[src/rtl/flashcrc_pkg.sv]
package flashcrc_pkg;

    localparam logic [15:0] CRC_POLY = 16'h1021;
    localparam logic [15:0] CRC_SEED = 16'hFFFF;

    typedef enum logic [1:0] {
        ST_IDLE = 2'd0,
        ST_RUN  = 2'd1,
        ST_DONE = 2'd2
    } scan_state_t;

    typedef struct packed {
        logic        vld;
        logic [15:0] data;
    } word_beat_t;

    // Fold one 16-bit word into the CRC, most significant bit first.
    function automatic logic [15:0] crc16_word(input logic [15:0] crc_in,
                                               input logic [15:0] word);
        logic [15:0] c;
        logic        fb;
        c = crc_in;
        for (int i = 15; i >= 0; i--) begin
            fb = c[15] ^ word[i];
            c  = {c[14:0], 1'b0} ^ (fb ? CRC_POLY : 16'h0000);
        end
        return c;
    endfunction

endpackage

[src/rtl/fcrc_addr_gen.sv]
module fcrc_addr_gen #(
    parameter int ADDR_W    = 17,
    parameter int BLK_LOG2  = 13,
    parameter int BLK_IDX_W = ADDR_W - BLK_LOG2,
    parameter int CNT_W     = BLK_IDX_W + 1
) (
    input  logic                 clk,
    input  logic                 rst,
    input  logic                 load,
    input  logic                 run,
    input  logic [BLK_IDX_W-1:0] first_blk,
    input  logic [CNT_W-1:0]     blk_cnt,
    output logic                 rd_en,
    output logic [ADDR_W-1:0]    addr,
    output logic                 issue_empty
);
    localparam int WORDS_W = CNT_W + BLK_LOG2;

    logic [WORDS_W-1:0] remaining;

    assign issue_empty = (remaining == '0);
    assign rd_en       = run && !issue_empty;

    always_ff @(posedge clk) begin
        if (rst) begin
            addr      <= '0;
            remaining <= '0;
        end else if (load) begin
            addr      <= {first_blk, {BLK_LOG2{1'b0}}};
            remaining <= {blk_cnt, {BLK_LOG2{1'b0}}};
        end else if (rd_en) begin
            addr      <= addr + 1'b1;
            remaining <= remaining - 1'b1;
        end
    end

    // Consecutive reads walk upward by one word.
    assert_addr_step_R3: assert property (@(posedge clk) disable iff (rst)
        (rd_en && $past(rd_en) && !$past(rst)) |-> (addr == $past(addr) + 1'b1));

endmodule

[src/rtl/fcrc_engine.sv]
module fcrc_engine
    import flashcrc_pkg::*;
(
    input  logic        clk,
    input  logic        rst,
    input  logic        init,
    input  word_beat_t  beat,
    output logic [15:0] crc
);
    always_ff @(posedge clk) begin
        if (rst || init) begin
            crc <= CRC_SEED;
        end else if (beat.vld) begin
            crc <= crc16_word(crc, beat.data);
        end
    end

    assert_seed_after_init_R2: assert property (@(posedge clk) disable iff (rst)
        ($past(init) && !$past(rst)) |-> (crc == CRC_SEED));

endmodule

[src/rtl/fcrc_ctrl.sv]
module fcrc_ctrl
    import flashcrc_pkg::*;
(
    input  logic        clk,
    input  logic        rst,
    input  logic        start,
    input  logic [15:0] expected,
    input  logic        drained,
    input  logic [15:0] crc,
    output logic        load,
    output logic        run,
    output logic        busy,
    output logic        done,
    output logic        pass,
    output logic        irq,
    output logic [15:0] result
);
    scan_state_t state, state_nx;
    logic [15:0] exp_q;

    assign load = start && (state != ST_RUN);
    assign run  = (state == ST_RUN);
    assign busy = run;
    assign done = (state == ST_DONE);

    always_comb begin
        state_nx = state;
        unique case (state)
            ST_IDLE: if (start)   state_nx = ST_RUN;
            ST_RUN:  if (drained) state_nx = ST_DONE;
            ST_DONE: if (start)   state_nx = ST_RUN;
            default:              state_nx = ST_IDLE;
        endcase
    end

    always_ff @(posedge clk) begin
        if (rst) begin
            state  <= ST_IDLE;
            exp_q  <= '0;
            pass   <= 1'b0;
            irq    <= 1'b0;
            result <= '0;
        end else begin
            state <= state_nx;
            if (load) begin
                exp_q <= expected;
                pass  <= 1'b0;
                irq   <= 1'b0;
            end else if (run && drained) begin
                result <= crc;
                pass   <= (crc == exp_q);
                irq    <= (crc != exp_q);
            end
        end
    end

    assert_irq_only_fail_R6: assert property (@(posedge clk) disable iff (rst)
        irq |-> (done && !pass));

    assert_busy_done_excl_R5: assert property (@(posedge clk) disable iff (rst)
        !(busy && done));

    assert_cfg_held_R7: assert property (@(posedge clk) disable iff (rst)
        (busy && $past(busy) && !$past(rst)) |-> $stable(exp_q));

endmodule

[src/rtl/flashcrc_top.sv]
module flashcrc_top
    import flashcrc_pkg::*;
#(
    parameter int ADDR_W    = 17,
    parameter int BLK_LOG2  = 13,
    parameter int BLK_IDX_W = ADDR_W - BLK_LOG2,
    parameter int CNT_W     = BLK_IDX_W + 1
) (
    input  logic                 clk,
    input  logic                 rst,
    input  logic                 start,
    input  logic [BLK_IDX_W-1:0] cfg_first_blk,
    input  logic [CNT_W-1:0]     cfg_blk_cnt,
    input  logic [15:0]          cfg_expected,
    output logic                 mem_rd_en,
    output logic [ADDR_W-1:0]    mem_addr,
    input  logic [15:0]          mem_rdata,
    output logic                 busy,
    output logic                 done,
    output logic                 pass,
    output logic                 irq,
    output logic [15:0]          result
);
    logic        load, run, issue_empty, vld_q;
    logic [15:0] crc;
    word_beat_t  beat;

    fcrc_addr_gen #(
        .ADDR_W(ADDR_W), .BLK_LOG2(BLK_LOG2),
        .BLK_IDX_W(BLK_IDX_W), .CNT_W(CNT_W)
    ) u_agen (
        .clk(clk), .rst(rst), .load(load), .run(run),
        .first_blk(cfg_first_blk), .blk_cnt(cfg_blk_cnt),
        .rd_en(mem_rd_en), .addr(mem_addr), .issue_empty(issue_empty)
    );

    // Read data returns one cycle after the strobe.
    always_ff @(posedge clk) begin
        if (rst || load) vld_q <= 1'b0;
        else             vld_q <= mem_rd_en;
    end

    assign beat.vld  = vld_q;
    assign beat.data = mem_rdata;

    fcrc_engine u_eng (
        .clk(clk), .rst(rst), .init(load), .beat(beat), .crc(crc)
    );

    fcrc_ctrl u_ctrl (
        .clk(clk), .rst(rst), .start(start), .expected(cfg_expected),
        .drained(issue_empty && !vld_q), .crc(crc),
        .load(load), .run(run), .busy(busy), .done(done),
        .pass(pass), .irq(irq), .result(result)
    );

    assert_beat_in_run_R4: assert property (@(posedge clk) disable iff (rst)
        vld_q |-> busy);

    assert_no_read_outside_run_R9: assert property (@(posedge clk) disable iff (rst)
        mem_rd_en |-> busy);

endmodule

[config.mk]
export PLATFORM = sky130hd
export DESIGN_NAME = flashcrc_top
export DESIGN_NICKNAME = d
export VERILOG_FILES = /design/src/rtl/flashcrc_pkg.sv /design/src/rtl/fcrc_addr_gen.sv /design/src/rtl/fcrc_engine.sv /design/src/rtl/fcrc_ctrl.sv /design/src/rtl/flashcrc_top.sv
export SDC_FILE = /design/constraint.sdc
export NUM_CORES = 1
export LEC_CHECK = 0
export BUFFER_PORTS_ARGS = -buffer_cell sky130_fd_sc_hd__clkbuf_2
export CAP_MARGIN = 15
export CORE_MARGIN = 3
export CORE_UTILIZATION = 45
export DETAILED_ROUTE_END_ITERATION = 12
export PLACE_DENSITY = 0.67
export SLEW_MARGIN = 20
export SYNTH_ARGS = -nofsm -noshare
export SYNTH_HDL_FRONTEND = slang
export SYNTH_SLANG_ARGS = --single-unit
[constraint.sdc]
create_clock -name clk -period 2.8 [get_ports clk]
set_input_delay 0.42 -clock clk [delete_from_list [all_inputs] [get_ports clk]]
set_output_delay 0.42 -clock clk [all_outputs]
set_load 0.01 [all_outputs]
# Yosys cells after proc, flatten, opt, wreduce, memory -nomap -nowiden
# Cells that the tools add are included.
# totals
memories	0
regBits	88
ramBits	0
latchBits	0
mem_bits_ro	0
input_bits	44
# classes
magnitude_cmp	0
add_sub_neg	2
n_reduce_logical	14
muxes	23
bitwise_logic	33
n_mul	0
eq_ne	7
n_div	0
n_shift	0
# op_table
op	count
16-bit XOR	16
13-bit 2-to-1 mux	16
18-bit 2-to-1 mux	2
17-bit 2-to-1 mux	2
18-bit zero test	1
18-bit by 1-bit subtractor with 18-bit output (second input constant)	1
17-bit by 1-bit adder with 17-bit output (second input constant)	1
16-bit == test	1
16-bit != test	1
1-bit XOR	16
2-bit by 1-bit != test with 1-bit output (second input constant)	3
1-bit logical AND	4
2-bit 2-to-1 mux	2
2-bit one-hot mux with 2 select lines	1
2-bit AND reduction	2
2-bit OR reduction	2
2-bit by 1-bit == test with 1-bit output (second input constant)	1
2-bit == test (second input constant)	1
1-bit zero test	2
2-bit zero test	1
2-bit nonzero test	1
1-bit logical OR	1
1-bit NOT	1

# Longest topological paths before layout
# logic_depth
depth_word	48
depth_mapped	10
depth_no_buf	9

# By module
# Synthesis repeated with hierarchy kept, for this count alone.
# hier_totals
cells_unflattened	506
area_unflattened_um2	4608.2
# modules_own_cells
module	cells_each	area_per_inst_um2	seq_area_each_um2	instances
fcrc_addr_gen	206	1894.3	700.7	1
fcrc_ctrl	183	1545.2	720.7	1
fcrc_engine	114	1129.8	320.3	1
flashcrc_top	3	38.8	20.0	1

# Worst setup path after synthesis
# No wires, ideal clock.
# synth_path
path_type	reg-to-output
start	register u_agen.remaining[2]
end	output mem_rd_en
path_slack_ps	756
t_arrival_ps	1624
path_stages_with_launch	6
t_required_ps	2380
path_cell_list	dfxtp_1 -> or3_4 -> or3_1 -> o21ai_4 -> inv_2 -> buf_6
# synth_via
elab_chain_len	3
# synth_rtl
item	line_no	source
from (decl)	fcrc_addr_gen.sv:19	logic [WORDS_W-1:0] remaining;
from (signal assigned)	fcrc_addr_gen.sv:30	remaining <= {blk_cnt, {BLK_LOG2{1'b0}}};
from (signal assigned)	fcrc_addr_gen.sv:33	remaining <= remaining - 1'b1;
18-bit zero test	fcrc_addr_gen.sv:21	assign issue_empty = (remaining == '0);
1-bit zero test	fcrc_addr_gen.sv:22	assign rd_en = run && !issue_empty;
1-bit logical AND	fcrc_addr_gen.sv:22	
to (decl)	flashcrc_top.sv:15	output logic mem_rd_en,
# Every way passes these cells.

# Worst setup path in the final report
# layout_path
start	register u_agen.remaining[0]
end	output mem_rd_en
# The elaborated chain is that of the path after synthesis.

==> flow_summary_export.csv <==
group,metric,value,unit
logic_synthesis,yosysMostFrequentCell,"dfxtp_1",
power,cellPowerDensity,797,nW/µm²
clock_network,cts.clk_slew.worst_paths,0.09,ns
layout,syn_to_final_growth,17.4,%
floorplanning,initial_core_util,46.5,%
global_route,grt_max_degree,46,
logic_synthesis,synth_top_area_share,40.8,%
sta,finalSetupTns,0,ns
sta,slew_viol_final,0,
logic_synthesis,ys_warn_count,0,
placed_design,gp_congestion,0.852,
setup_path,crit_type,"flip-flop to output port",
logic_synthesis,synth_flop_cell,"dfxtp_1",
logic_synthesis,synthArstFlopShare,0,%
global_route,grt_use_total,19.9,%
placed_design,dp_hpwl,7720,µm
clock_network,clk_latency,0.37,ns
clock_network,cts.sinks,88,
sta,slew_headroom,45.3,%
power,ir_worst_vdd,0.000388,V
clock_network,cts_hold_buf,0,
floorplanning,num_rows,35,
global_route,overflow,0,
power,power.leakage,2.02,nW
global_route,grt_first_pass_wirelength,17600,µm
detailed_routing,drc,0,
detailed_routing,postRouteAntennaNets,0,
layout,finalInstanceArea,5070,µm²
layout,nNetsFinal,619,
sta,worst_pin_slew,0.819,ns
sta,clock.fmax,0.386,GHz
sta,holdWs,0.267,ns
logic_synthesis,mappedNetlistArea,4320,µm²
sta,fin_skew,0.0132,ns
setup_path,required,2.38,ns
floorplanning,die_w,104,µm
setup_path,worstPathCellList,"inv_1, ha_1, nor3b_1, nand3_1, o21ai_4, inv_2, clkbuf_2",
detailed_routing,via_per_inst,5.22,
sta,hold_viol,0,
hold_path,hp-class,"input port to flip-flop",
clock_network,cts_tree,"built",
sta,rsz0062_at_grt,"no",
logic_synthesis,syn-instance-count,489,
logic_synthesis,synthDistinctLibCells,51,
clock_network,cts-buffers-inserted,9,
placed_design,placed_cell_area,4860,µm²
setup_path,max_stage_delay,0.34,ns
detailed_routing,vias,3682,
floorplanning,die_area,10800,µm²
setup_path,critPathSlowestCell,"dfxtp_1",
detailed_routing,first_pass_iters,4,
setup_path,crit_family,"simple AND/OR/NAND/NOR gates",
setup_path,path_max_fanout,18,
sta,period_minus_slack,2.59,ns
clock_network,cts-root-buf,"clkbuf_8",
layout,final_util,54.6,%
flow_run,maxCapViolCount,0,
logic_synthesis,synth_edf_count,0,
detailed_routing,routedWlPerCell,14.8,µm
setup_path,startpoint_type,"flip-flop",
layout,drive_above_1_share,22.0,%
clock_network,clockBufferDepth,2,
detailed_routing,initialDrtViolationCount,140,
detailed_routing,detail_route.wirelength,10400,µm
sta,setup_viol_count_final,0,
floorplanning,io_pins,82,
setup_path,critPathBufInv,3,
floorplanning,die_h,104,µm
layout,antenna_cells,0,
setup_path,arrival,2.17,ns
logic_synthesis,avgSynthCellArea,8.84,µm²
logic_synthesis,synth.area.top_cells,"dfxtp_1, xnor2_1, nand2_1",
setup_path,crit_path_end_kind,"output port",
floorplanning,core_area,9280,µm²
placed_design,portBuffers,81,
global_route,grt_pass1_vias,3540,
outcome,status,"completed",
logic_synthesis,synthTopCellsByCount,"dfxtp_1, nand2_1, nor2_1",
logic_synthesis,synth.largest_area_cell,"dfxtp_1",
clock_network,h-tree-depth,3,
logic_synthesis,ys_ff_latch,88,
logic_synthesis,syn_nets,536,
layout,nFillCells,869,
logic_synthesis,yosysSeqAreaShare,40.8,%
global_route,antenna_found_initial,0,
sta,min_period_over_period,92.5,%
-- layout make-up --
| class | count | area (µm²) | area share [%] |
|---|---|---|---|
| multi-input combinational | 374 | 2460 | 48.5 |
| sequential | 88 | 1760 | 34.7 |
| timing repair buffer | 93 | 495 | 9.77 |
| tap | 129 | 161 | 3.18 |
| clock buffer | 9 | 124 | 2.44 |
| clock inverter | 7 | 47.5 | 0.937 |
| inverter | 6 | 22.5 | 0.444 |
-- metrics by stage --
step,setup WS [ns],power [mW],cells
6_report,0.210,4.04,706
5_1_grt,0.00903,4.34,706
4_1_cts,0.00527,4.03,702
3_5_place_dp,0.426,3.23,686
3_3_place_gp,0.474,3.20,686
2_1_floorplan,0.756,2.84,489
-- kinds of logic (layout without fill, tap and decap cells) --
| logic type | Yosys count | in the layout | synth area share (%) |
|---|---|---|---|
| flip-flops | 88 | 88 | 40.8 |
| multiplexers | 19 | 19 | 4.43 |
| AO/OA/AOI/OAI | 72 | 72 | 9.55 |
| buffers and inverters | 27 | 115 | 2.69 |
| AND/OR/NAND/NOR | 197 | 197 | 22.4 |
| adder cells (fa/ha/maj) | 3 | 3 | 0.869 |
| XOR/XNOR | 83 | 83 | 19.3 |
-- layout by cell type (no fill, tap or decap), types with 4 or more instances in the layout --
cell      Yosys  final
or3_1         9      9
clkbuf_2      0     81
a31oi_1       9      9
nand4_1      13     13
o21ai_0      14     14
nand3b_1      4      4
nand3_1       9      9
a21oi_1      34     34
dfxtp_1      88     88
inv_1         4      4
nor2_1       54     52
xor2_1       26     26
or4_1         4      4
and3_1        9      9
clkbuf_8      0      9
nand2_1      61     61
xnor2_1      49     49
nand2b_1      4      4
mux2i_1      18     18
nor3_1       10     10
buf_4         1     12
o21ai_1       4      4
-- state kept, by name, summed over array words and instances (netlist names) --
register / flops
u_ctrl.result: 16
vld_q: 1
u_ctrl.state: 2
u_ctrl.exp_q: 16
u_ctrl.irq: 1
u_agen.addr: 17
u_eng.crc: 16
u_ctrl.pass: 1
u_agen.remaining: 18
-- metal layers --
| layer | routed length [µm] | GRT usage (%) | part of all wire, % | vias to the layer above |
|---|---|---|---|---|
| met3 | 487 | 3.72 | 4.7 | 11 |
| met5 | 0 | 0 | 0 | - |
| met2 | 5130 | 33.8 | 49 | 82 |
| met4 | 152 | 7.69 | 1.5 | 0 |
| li1 | - | - | - | 1848 |
| met1 | 4660 | 25.0 | 45 | 1741 |
-- final timing paths --
path | start | to | slack, ns | cells after the start
worst max-delay path | u_agen.remaining[0] | mem_rd_en | 0.21 | 7
worst min-delay path | cfg_blk_cnt[0] | u_agen.remaining[13] | 0.27 | 3
worst max register to register | u_agen.remaining[0] | u_ctrl.result[12] | 0.50 | 9
worst min register to register | u_ctrl.exp_q[8] | u_ctrl.exp_q[8] | 0.47 | 2
-- worst min-delay path, delay by kind of cell --
family | cells | cell delay, ns
buffers and inverters | 1 | 0.08
AOI/OAI and AO/OA | 1 | 0.05
and+or+nand+nor | 1 | 0.04
-- power by group --
group	switching (mW)	internal, mW	leakage [nW]
Combinational	0.911	0.743	1.22
Clock	0.470	0.322	0.0854
Sequential	0.176	1.42	0.716
-- repair_timing --
item | in CTS | in global routing
gates resized for setup | 0 | 1
setup endpoints to repair | 0 | 1
buffers inserted | 0 | 4
(Power assumes the default switching activity.)
